===== config.mk =====
export PLATFORM = sky130hd
export DESIGN_NAME = gpio_bank_port
export DESIGN_NICKNAME = d
export VERILOG_FILES = /design/src/rtl/gpio_port_pkg.sv /design/src/rtl/gpio_port_bank.sv /design/src/rtl/gpio_drive_resolve.sv /design/src/rtl/gpio_read_mux.sv /design/src/rtl/gpio_bank_port.sv
export SDC_FILE = /design/constraint.sdc
export NUM_CORES = 1
export LEC_CHECK = 0
export CAP_MARGIN = 20
export CORE_ASPECT_RATIO = 1.2
export CORE_MARGIN = 4
export CORE_UTILIZATION = 40
export CTS_BUF_LIST = sky130_fd_sc_hd__clkbuf_2 sky130_fd_sc_hd__clkbuf_4 sky130_fd_sc_hd__clkbuf_8
export DETAILED_ROUTE_END_ITERATION = 16
export SLEW_MARGIN = 20
export SYNTH_ARGS = -nofsm -noshare
export SYNTH_HDL_FRONTEND = slang
export SYNTH_SLANG_ARGS = --single-unit

===== constraint.sdc =====
create_clock -name clk -period 5.18 [get_ports clk]
set_input_delay 0.518 -clock clk [delete_from_list [all_inputs] [get_ports clk]]
set_output_delay 0.518 -clock clk [all_outputs]
set_load 0.01 [all_outputs]

===== src/rtl/gpio_port_pkg.sv =====
package gpio_port_pkg;
  localparam int unsigned BUS_W     = 8;
  localparam int unsigned DATA_BASE = 0;
  localparam int unsigned DIR_BASE  = 8;
  localparam int unsigned DRV_BASE  = 16;
  localparam int unsigned HOLD_ADDR = 32;

  typedef enum logic [1:0] {
    DRV_PUSH_PULL   = 2'd0,
    DRV_OPEN_DRAIN  = 2'd1,
    DRV_OPEN_SOURCE = 2'd2
  } drive_e;
endpackage


===== src/rtl/gpio_port_bank.sv =====
module gpio_port_bank
  import gpio_port_pkg::*;
#(
  parameter int W      = 8,
  parameter int IDX    = 0,
  parameter int ADDR_W = 6
) (
  input  logic              clk,
  input  logic              rst_n,
  input  logic              hold,
  input  logic              wr_en,
  input  logic [ADDR_W-1:0] wr_addr,
  input  logic [W-1:0]      wr_data,
  output logic [W-1:0]      data_q,
  output logic [W-1:0]      mask_q,
  output logic [W-1:0]      dir_q,
  output logic [W-1:0]      sel_q,
  output logic [W-1:0]      ena_q
);
  localparam logic [ADDR_W-1:0] A_DATA = ADDR_W'(DATA_BASE + 2 * IDX);
  localparam logic [ADDR_W-1:0] A_MASK = ADDR_W'(DATA_BASE + 2 * IDX + 1);
  localparam logic [ADDR_W-1:0] A_DIR  = ADDR_W'(DIR_BASE + IDX);
  localparam logic [ADDR_W-1:0] A_SEL  = ADDR_W'(DRV_BASE + 2 * IDX);
  localparam logic [ADDR_W-1:0] A_ENA  = ADDR_W'(DRV_BASE + 2 * IDX + 1);

  logic [W-1:0] stage_q, stage_d;
  logic [W-1:0] data_d, mask_d, dir_d, sel_d, ena_d;
  logic         upd;

  assign upd = hold | wr_en;

  always_comb begin
    stage_d = stage_q;
    data_d  = data_q;
    mask_d  = mask_q;
    dir_d   = dir_q;
    sel_d   = sel_q;
    ena_d   = ena_q;
    if (hold) begin
      stage_d = '0;
      data_d  = '0;
      mask_d  = '0;
      dir_d   = '0;
      sel_d   = '0;
      ena_d   = '0;
    end else if (wr_en) begin
      if (wr_addr == A_DATA) stage_d = wr_data;
      if (wr_addr == A_MASK) begin
        mask_d = wr_data;
        data_d = (data_q & ~wr_data) | (stage_q & wr_data);
      end
      if (wr_addr == A_DIR) dir_d = wr_data;
      if (wr_addr == A_SEL) sel_d = wr_data;
      if (wr_addr == A_ENA) ena_d = wr_data;
    end
  end

  always_ff @(posedge clk or negedge rst_n) begin
    if (!rst_n) begin
      stage_q <= '0;
      data_q  <= '0;
      mask_q  <= '0;
      dir_q   <= '0;
      sel_q   <= '0;
      ena_q   <= '0;
    end else if (upd) begin
      stage_q <= stage_d;
      data_q  <= data_d;
      mask_q  <= mask_d;
      dir_q   <= dir_d;
      sel_q   <= sel_d;
      ena_q   <= ena_d;
    end
  end

  assert_hold_clears_R2: assert property (@(posedge clk) disable iff (!rst_n)
    hold |=> (data_q == '0 && mask_q == '0 && dir_q == '0 && sel_q == '0 && ena_q == '0));

  assert_stage_only_R3: assert property (@(posedge clk) disable iff (!rst_n)
    (!hold && wr_en && wr_addr == A_DATA) |=> $stable(data_q));

  assert_mask_commit_R3: assert property (@(posedge clk) disable iff (!rst_n)
    (!hold && wr_en && wr_addr == A_MASK) |=> (((data_q ^ $past(data_q)) & ~$past(wr_data)) == '0));
endmodule


===== src/rtl/gpio_drive_resolve.sv =====
module gpio_drive_resolve
  import gpio_port_pkg::*;
#(
  parameter int W = 8
) (
  input  logic [W-1:0] data,
  input  logic [W-1:0] dir,
  input  logic [W-1:0] sel,
  input  logic [W-1:0] ena,
  output logic [W-1:0] out,
  output logic [W-1:0] oe
);
  for (genvar k = 0; k < W; k++) begin : g_pin
    drive_e mode;
    always_comb begin
      if (!ena[k])     mode = DRV_PUSH_PULL;
      else if (sel[k]) mode = DRV_OPEN_SOURCE;
      else             mode = DRV_OPEN_DRAIN;
    end
    always_comb begin
      unique case (mode)
        DRV_OPEN_DRAIN: begin
          out[k] = 1'b0;
          oe[k]  = dir[k] & ~data[k];
        end
        DRV_OPEN_SOURCE: begin
          out[k] = 1'b1;
          oe[k]  = dir[k] & data[k];
        end
        default: begin
          out[k] = data[k];
          oe[k]  = dir[k];
        end
      endcase
    end
  end
endmodule


===== src/rtl/gpio_read_mux.sv =====
module gpio_read_mux
  import gpio_port_pkg::*;
#(
  parameter int NB     = 3,
  parameter int W      = 8,
  parameter int ADDR_W = 6
) (
  input  logic [ADDR_W-1:0]      addr,
  input  logic                   hold,
  input  logic [NB-1:0][W-1:0]   lvl,
  input  logic [NB-1:0][W-1:0]   mask,
  input  logic [NB-1:0][W-1:0]   dir,
  input  logic [NB-1:0][W-1:0]   sel,
  input  logic [NB-1:0][W-1:0]   ena,
  output logic [W-1:0]           rdata
);
  localparam logic [ADDR_W-1:0] A_HOLD = ADDR_W'(HOLD_ADDR);

  always_comb begin
    rdata = '0;
    if (addr == A_HOLD) rdata = W'(hold);
    for (int b = 0; b < NB; b++) begin
      if (addr == ADDR_W'(DATA_BASE + 2 * b))     rdata = lvl[b];
      if (addr == ADDR_W'(DATA_BASE + 2 * b + 1)) rdata = mask[b];
      if (addr == ADDR_W'(DIR_BASE + b))          rdata = dir[b];
      if (addr == ADDR_W'(DRV_BASE + 2 * b))      rdata = sel[b];
      if (addr == ADDR_W'(DRV_BASE + 2 * b + 1))  rdata = ena[b];
    end
  end
endmodule


===== src/rtl/gpio_bank_port.sv =====
module gpio_bank_port
  import gpio_port_pkg::*;
#(
  parameter int NUM_BANKS = 3,
  parameter int BANK_W    = 8,
  parameter int ADDR_W    = 6
) (
  input  logic                          clk,
  input  logic                          rst_n,
  input  logic [ADDR_W-1:0]             bus_addr,
  input  logic                          bus_we,
  input  logic [BANK_W-1:0]             bus_wdata,
  output logic [BANK_W-1:0]             bus_rdata,
  input  logic [NUM_BANKS*BANK_W-1:0]   pin_in,
  output logic [NUM_BANKS*BANK_W-1:0]   pin_out,
  output logic [NUM_BANKS*BANK_W-1:0]   pin_oe
);
  localparam int NPINS = NUM_BANKS * BANK_W;
  localparam logic [ADDR_W-1:0] A_HOLD = ADDR_W'(HOLD_ADDR);

  logic [1:0] rst_sync_q;
  logic       rst_sync_n;

  always_ff @(posedge clk or negedge rst_n) begin
    if (!rst_n) rst_sync_q <= 2'b00;
    else        rst_sync_q <= {rst_sync_q[0], 1'b1};
  end
  assign rst_sync_n = rst_sync_q[1];

  logic hold_q, hold_d, hold_upd;
  assign hold_upd = bus_we && (bus_addr == A_HOLD);
  assign hold_d   = bus_wdata[0];

  always_ff @(posedge clk or negedge rst_sync_n) begin
    if (!rst_sync_n)   hold_q <= 1'b1;
    else if (hold_upd) hold_q <= hold_d;
  end

  logic [NUM_BANKS-1:0][BANK_W-1:0] data_a, mask_a, dir_a, sel_a, ena_a, out_a, oe_a, lvl_a;
  logic [NPINS-1:0] oe_raw, dir_all, sel_all, ena_all;

  for (genvar b = 0; b < NUM_BANKS; b++) begin : g_bank
    gpio_port_bank #(.W(BANK_W), .IDX(b), .ADDR_W(ADDR_W)) bank_i (
      .clk     (clk),
      .rst_n   (rst_sync_n),
      .hold    (hold_q),
      .wr_en   (bus_we),
      .wr_addr (bus_addr),
      .wr_data (bus_wdata),
      .data_q  (data_a[b]),
      .mask_q  (mask_a[b]),
      .dir_q   (dir_a[b]),
      .sel_q   (sel_a[b]),
      .ena_q   (ena_a[b])
    );
    gpio_drive_resolve #(.W(BANK_W)) drv_i (
      .data (data_a[b]),
      .dir  (dir_a[b]),
      .sel  (sel_a[b]),
      .ena  (ena_a[b]),
      .out  (out_a[b]),
      .oe   (oe_a[b])
    );
    assign lvl_a[b] = pin_in[b*BANK_W +: BANK_W];
  end

  assign pin_out = out_a;
  assign oe_raw  = oe_a;
  assign dir_all = dir_a;
  assign sel_all = sel_a;
  assign ena_all = ena_a;
  assign pin_oe  = hold_q ? '0 : oe_raw;

  logic [BANK_W-1:0] rdata_d;

  gpio_read_mux #(.NB(NUM_BANKS), .W(BANK_W), .ADDR_W(ADDR_W)) rmux_i (
    .addr  (bus_addr),
    .hold  (hold_q),
    .lvl   (lvl_a),
    .mask  (mask_a),
    .dir   (dir_a),
    .sel   (sel_a),
    .ena   (ena_a),
    .rdata (rdata_d)
  );

  always_ff @(posedge clk or negedge rst_sync_n) begin
    if (!rst_sync_n) bus_rdata <= '0;
    else             bus_rdata <= rdata_d;
  end

  assert_reset_quiet_R1: assert property (@(posedge clk) disable iff (!rst_sync_n)
    hold_q |-> (pin_oe == '0));

  assert_input_no_oe_R4: assert property (@(posedge clk) disable iff (!rst_sync_n)
    (pin_oe & ~dir_all) == '0);

  assert_drain_low_R6: assert property (@(posedge clk) disable iff (!rst_sync_n)
    (pin_oe & ena_all & ~sel_all & pin_out) == '0);

  assert_source_high_R7: assert property (@(posedge clk) disable iff (!rst_sync_n)
    (pin_oe & ena_all & sel_all & ~pin_out) == '0);

  assert_readback_R8: assert property (@(posedge clk) disable iff (!rst_sync_n)
    (bus_addr == ADDR_W'(DATA_BASE)) |=> (bus_rdata == $past(pin_in[BANK_W-1:0])));
endmodule


## Yosys cells after proc, flatten, opt, wreduce, memory -nomap -nowiden

Index checks and enable logic that the tools add are counted.
W data, S select, Z words.

- Equality and inequality tests: 63
- Multiplexer cells: 167
- Bitwise operators: 83
- Reduce and logical (&&, ||, !) cells: 33

Operators by type and width:

| cell | count |
|---|---|
| $mux W8 | 69 |
| $mux W2 | 48 |
| $pmux W1 S2 | 48 |
| $and A1 B1 Y1 | 48 |
| $and A8 B8 Y8 | 6 |
| $eq A2 B1 Y1 const B | 24 |
| $eq A2 B2 Y1 const B | 24 |
| $reduce_and A3 Y1 | 15 |
| $eq A6 B5 Y1 const B | 6 |
| $reduce_bool A2 Y1 | 16 |
| $mux W24 | 1 |
| $not A1 Y1 | 24 |
| $or A8 B8 Y8 | 3 |
| $eq A6 B4 Y1 const B | 3 |
| $eq A6 B2 Y1 const B | 2 |
| $eq A6 B3 Y1 const B | 2 |
| $not A8 Y8 | 1 |
| $eq A6 B1 Y1 const B | 1 |
| $eq A6 B6 Y1 const B | 1 |
| $logic_not A6 Y1 | 1 |
| $logic_and A1 B1 Y1 | 1 |
| $mux W1 | 1 |
| $or A1 B1 Y1 | 1 |

- Register bits: 155
- Input port bits: 41
- Output and inout bits: 56
- Word-level logic and storage cells: 367

## Logic depth before layout (Yosys ltp)

- Depth in word-level cells: 17
- Gate-level depth with buffers: 10

## Hierarchy

From an unflattened synthesis, not the netlist that was laid out.

- Cells, all modules: 901
- Area total of the unflattened synthesis: 9410.3 sq um

By module, submodules not included:

| module | instances | cells each | area each (sq um) | sequential area each (sq um) |
|---|---|---|---|---|
| gpio_port_bank at g_bank[1].bank_i | 1 | 195 | 2273.4 | 1201.2 |
| gpio_port_bank at g_bank[2].bank_i | 1 | 188 | 2225.9 | 1201.2 |
| gpio_port_bank at g_bank[0].bank_i | 1 | 182 | 2192.1 | 1201.2 |
| gpio_read_mux | 1 | 222 | 1483.9 | 0.0 |
| gpio_drive_resolve | 3 | 24 | 250.2 | 0.0 |
| gpio_bank_port | 1 | 42 | 484.2 | 276.5 |

## Least setup slack after synthesis

No wires, ideal clock.

- Path kind: in2reg
- From: input bus_addr[4]
- To: register g_bank[2].bank_i.data_q[5]
- Data arrival time: 1.997 ns
- Required time: 5.044 ns
- Path slack: 3.046 ns
- Cell stages on the path: 9
- Cells stage by stage: buf_2 -> or4b_4 -> nor2_4 -> and2_1 -> buf_4 -> buf_4 -> nand2_1 -> nand2_1 -> a21oi_1

- Cells in the longest elaborated chain, start to end: 3

RTL lines:

| what | line | RTL |
|---|---|---|
| from (decl) | gpio_bank_port.sv:10 | `input logic [ADDR_W-1:0] bus_addr,` |
| $eq A6 B3 Y1 | gpio_port_bank.sv:48 | `if (wr_addr == A_MASK) begin` |
| $reduce_bool A2 Y1 (no line) | -- |  |
| $reduce_and A3 Y1 (no line) | -- |  |
| to (signal assigned) | gpio_port_bank.sv:68 | `data_q <= data_d;` |
| to (decl) | gpio_port_bank.sv:14 | `output logic [W-1:0] data_q,` |

No other way between the ends.
A chain may end at the register's enable or synchronous reset.

## Worst setup path in the final report

- From: register hold_q
- To: output pin_oe[7]

- Cells in the longest elaborated chain, start to end: 1

RTL lines:

| what | line | RTL |
|---|---|---|
| from (decl) | gpio_bank_port.sv:30 | `logic hold_q, hold_d, hold_upd;` |
| from (signal assigned) | gpio_bank_port.sv:36 | `else if (hold_upd) hold_q <= hold_d;` |
| $mux W24 | gpio_bank_port.sv:72 | `assign pin_oe = hold_q ? '0 : oe_raw;` |
| to (decl) | gpio_bank_port.sv:16 | `output logic [NUM_BANKS*BANK_W-1:0] pin_oe` |

No other way between the ends.

==> summary.txt <==
Routing
  – DR pass1 iterations: 5
  – Iteration-0 DRC Markers: 737
  – Vias/cell: ~5.8
  – Post-DRT Antenna Nets: 0
  – WL/cell: 20.9 um
  – WL final: around 26,000 um
  – Drt drc: 0
  – Vias: between 7,000 and 8,000

Placement
  – Buffers added on ports: 96
  – Final HPWL DP: 18,100 um
  – Placed cells: roughly 1,200
  – Placed Area: around 9300 um^2
  – GPL Wtd Cong: about 0.9

STA
  – Hold Violations, Final: 0
  – Worst Max-Slew Pin Slew: slightly above 1000 ps
  – Slew headroom: approximately 31%
  – Final slew viol count: 0
  – Fmax: 304 MHz
  – Unrepaired setup endpoints after global routing: no
  – Fin crit share: between 60% and 70%
  – Fin crit period: about 3300 ps
  – Setup TNS: 0 ps
  – Final setup viols: 0
  – Clock skew: 15.8 ps

Synthesis
  – Synth Area in Simple Gates: around 23%
  – FFs w/ async S/R, synth: 100%
  – Number of synthesis warnings: 0
  – Largest family of logic cells by synthesized area: simple AND/OR/NAND/NOR gates
  – Compound-Gate Fraction of Synth Area: 15.0%
  – Synth Register Bits: 155
  – Post-Synth Adder-Cell Area: 0%
  – Post-synthesis xor/xnor area fraction: under 10%
  – Seq/Total Area, Yosys: a little under half
  – Netlist cell types: 57
  – Post-synthesis mux area share: a little over 8%
  – Mapped cell area: slightly above 8000 um^2
  – Syn Inst Count: a little over 900
  – Synthesized area per cell: just under 9 um^2
  – Post-synth EDFFs: 0
  – Syn_nets: between 900 and 1,000
  – Leading register cell type out of synthesis: dfrtp_1

Worst setup path
  – Worst path max stage delay: about 1100 ps
  – Critical path data required time: 4660 ps
  – Critical path class: flip-flop to output port
  – Crit path max fanout: 86
  – CP Launch Type: flip-flop
  – Worst path cell trace: buf_4 -> nand2b_1 -> a21oi_1 -> clkdlybuf4s50_1
  – Worst Path Arrival: 2770 ps
  – CP Capture Type: output port
  – Max stage delay cell, worst path: dfstp_4

Cells and area
  – Layout cells sized above 1: under 10%
  – Finished Layout Cells: between 1,000 and 1,500
  – Area grow syn2layout: 17.8%
  – Antenna cell count: 0
  – Nets: roughly 1,000
  – Final core occ: between 40% and 50%
  – Final Cell Area: just under 10,000 um^2
  – # fillers: 1,990

Min path
  – Worst hold path type: input pin to asynchronous set/reset pin

Die
  – Total I/O pin count: just under 100
  – Rows: 57
  – Die ar.: roughly 23,000 um^2
  – Die Y: between 150 and 200 um
  – Core area: between 20,000 and 25,000 um^2
  – Initial core utilization: between 40% and 50%
  – Die X-Extent: around 140 um

GRT
  – First-pass GRT wire length: 41,500 um
  – Overflow after GRT: 0
  – Number of global-route vias before repair: approximately 7,000
  – GRT Overall Usage: a little under a quarter
  – Initial antenna violation count: 0
  – Largest net degree at the start of global routing: 87

Clock tree
  – H-tree level count: 4
  – Worst skew pair latency: about 470 ps
  – CTS tree: yes
  – Register clock-pin slew on the reported worst setup and hold paths: about 90 ps
  – Post-CTS resize count: 0
  – # hold bufs at CTS: 0
  – CTS Buf Count: 17
  – Root Buffer Master: clkbuf_8
  – Clock Tree Buf Depth: 2
  – Clk sink count: 155
  – Post-CTS setup buffers: 0

Flow run
  – Max Cap Viol: 0

Power
  – Leakage power: about 4.2 nW
  – Final Power: approximately 0.0026 W
  – Pwr Density: ~270 nW/um^2
  – Max VDD drop: about 0.17 mV

Status
  – Status: completed
## area by class of cell
cell class	count	area, um^2	share of cell area, %
Multi-Input combinational cell	697	3980	41.2
Sequential cell	155	3890	40.3
Timing Repair Buffer	109	1050	10.9
Tap cell	265	332	3.44
Clock buffer	17	234	2.42
Clock inverter	15	160	1.66
Inverter	1	3.75	0.0389
## final timing paths
check                                        start                                 endpoint  slack [ps]  cells after the start
max reg2reg                     hold_q$_DFFE_PN1P_                   bus_rdata[0]$_DFF_PN0_        2980                      5
min reg2reg                rst_sync_q[0]$_DFF_PN0_                  rst_sync_q[1]$_DFF_PN0_         350                      0
min in group clk           rst_sync_q[0]$_DFF_PN0_                  rst_sync_q[1]$_DFF_PN0_         350                      0
max in group asynchronous  rst_sync_q[1]$_DFF_PN0_  g_bank[1].bank_i.stage_q[2]$_DFFE_PN0P_        3510                      1
min                                          rst_n                  rst_sync_q[1]$_DFF_PN0_         200                      1
max                             hold_q$_DFFE_PN1P_                                pin_oe[7]        1890                      4
## registers in the layout, indices dropped and copies added (netlist names)
signal	flops
g_bank.bank_i.sel_q	24
g_bank.bank_i.stage_q	24
rst_sync_q	2
g_bank.bank_i.mask_q	24
bus_rdata	8
g_bank.bank_i.dir_q	24
g_bank.bank_i.data_q	24
g_bank.bank_i.ena_q	24
hold_q	1
## cell usage after synthesis, drive strengths merged, types with 2 or more instances
| library cell | count | area [um^2] |
|---|---|---|
| dfrtp | 154 | 3850 |
| o221ai | 7 | 61.3 |
| a31oi | 5 | 31.3 |
| o211ai | 3 | 22.5 |
| a221oi | 8 | 70.1 |
| buf | 30 | 156 |
| and2 | 3 | 18.8 |
| a21oi | 156 | 781 |
| or3 | 2 | 17.5 |
| nand3 | 105 | 531 |
| a32oi | 2 | 17.5 |
| a22o | 3 | 26.3 |
| nand4 | 2 | 12.5 |
| mux2i | 38 | 380 |
| nor3 | 16 | 85.1 |
| nand2 | 162 | 613 |
| mux2 | 25 | 282 |
| nor2 | 53 | 236 |
| or4b | 2 | 23.8 |
| or2 | 7 | 43.8 |
| nor2b | 5 | 31.3 |
| o21ai | 8 | 40.0 |
| xor2 | 24 | 210 |
| a211oi | 2 | 15.0 |
| a222oi | 4 | 40.0 |
| nor4 | 2 | 12.5 |
| and4 | 2 | 17.5 |
| a22oi | 5 | 37.5 |
| o22ai | 5 | 31.3 |
| clkbuf | 46 | 173 |
| nand2b | 28 | 175 |
## logic make-up (layout without fill, tap and decap cells)
logic type | Yosys count | after routing
AOI/OAI and AO/OA | 214 | 214
xor gates and xnor gates | 24 | 24
buffers and inverters | 77 | 142
DFF | 155 | 155
muxes | 63 | 63
other | 1 | 1
and+or+nand+nor | 395 | 395
## through the flow
| stage | hold slack [ps] | setup WS (ps) |
|---|---|---|
| after floorplan | 222 | 543 |
| after global placement | 336 | 1860 |
| after detailed placement | 340 | 1870 |
| after CTS | 188 | 1920 |
| after global routing | 177 | 1770 |
| final | 200 | 1890 |
## layout by cell type, fill, tap and decap left out, drive strengths merged, types with 5 or more instances in the layout
master / Yosys / routed
a31oi: 5 / 5
nand2: 162 / 162
o21ai: 8 / 8
clkbuf: 46 / 17
a22oi: 5 / 5
nand3: 105 / 105
o221ai: 7 / 7
a221oi: 8 / 8
o22ai: 5 / 5
a21oi: 156 / 156
inv: 1 / 7
clkinv: 0 / 5
or2: 7 / 7
dfrtp: 154 / 154
nor3: 16 / 16
mux2: 25 / 25
clkdlybuf4s50: 0 / 95
xor2: 24 / 24
mux2i: 38 / 38
buf: 30 / 14
nor2: 53 / 53
nor2b: 5 / 5
nand2b: 28 / 28
## worst max-delay path: cells and delay by family, from the launching register on
family	cells	cell delay (ps)
buffers and inverters	2	880
flip-flops	1	1140
AND/OR/NAND/NOR	1	170
AO/OA/AOI/OAI	1	60
## report_power, final
part	internal [W]	leakage (nW)	switching, W
clock	0.000436	0.198	0.000509
sequential	0.00127	2.14	0.0000953
combinational	0.000129	1.88	0.000181
total	0.00184	4.21	0.000785
## routing by layer
layer  vias to the layer above  part of all wire [%]  track usage (%)
met5                         -                     0                0
met4                         0                   2.8             7.92
met3                        46                   6.5             3.94
met2                       310                    46             36.6
met1                      3519                    44             32.7
li1                       3376                     -                -
Power figures use the tool's default switching activity.
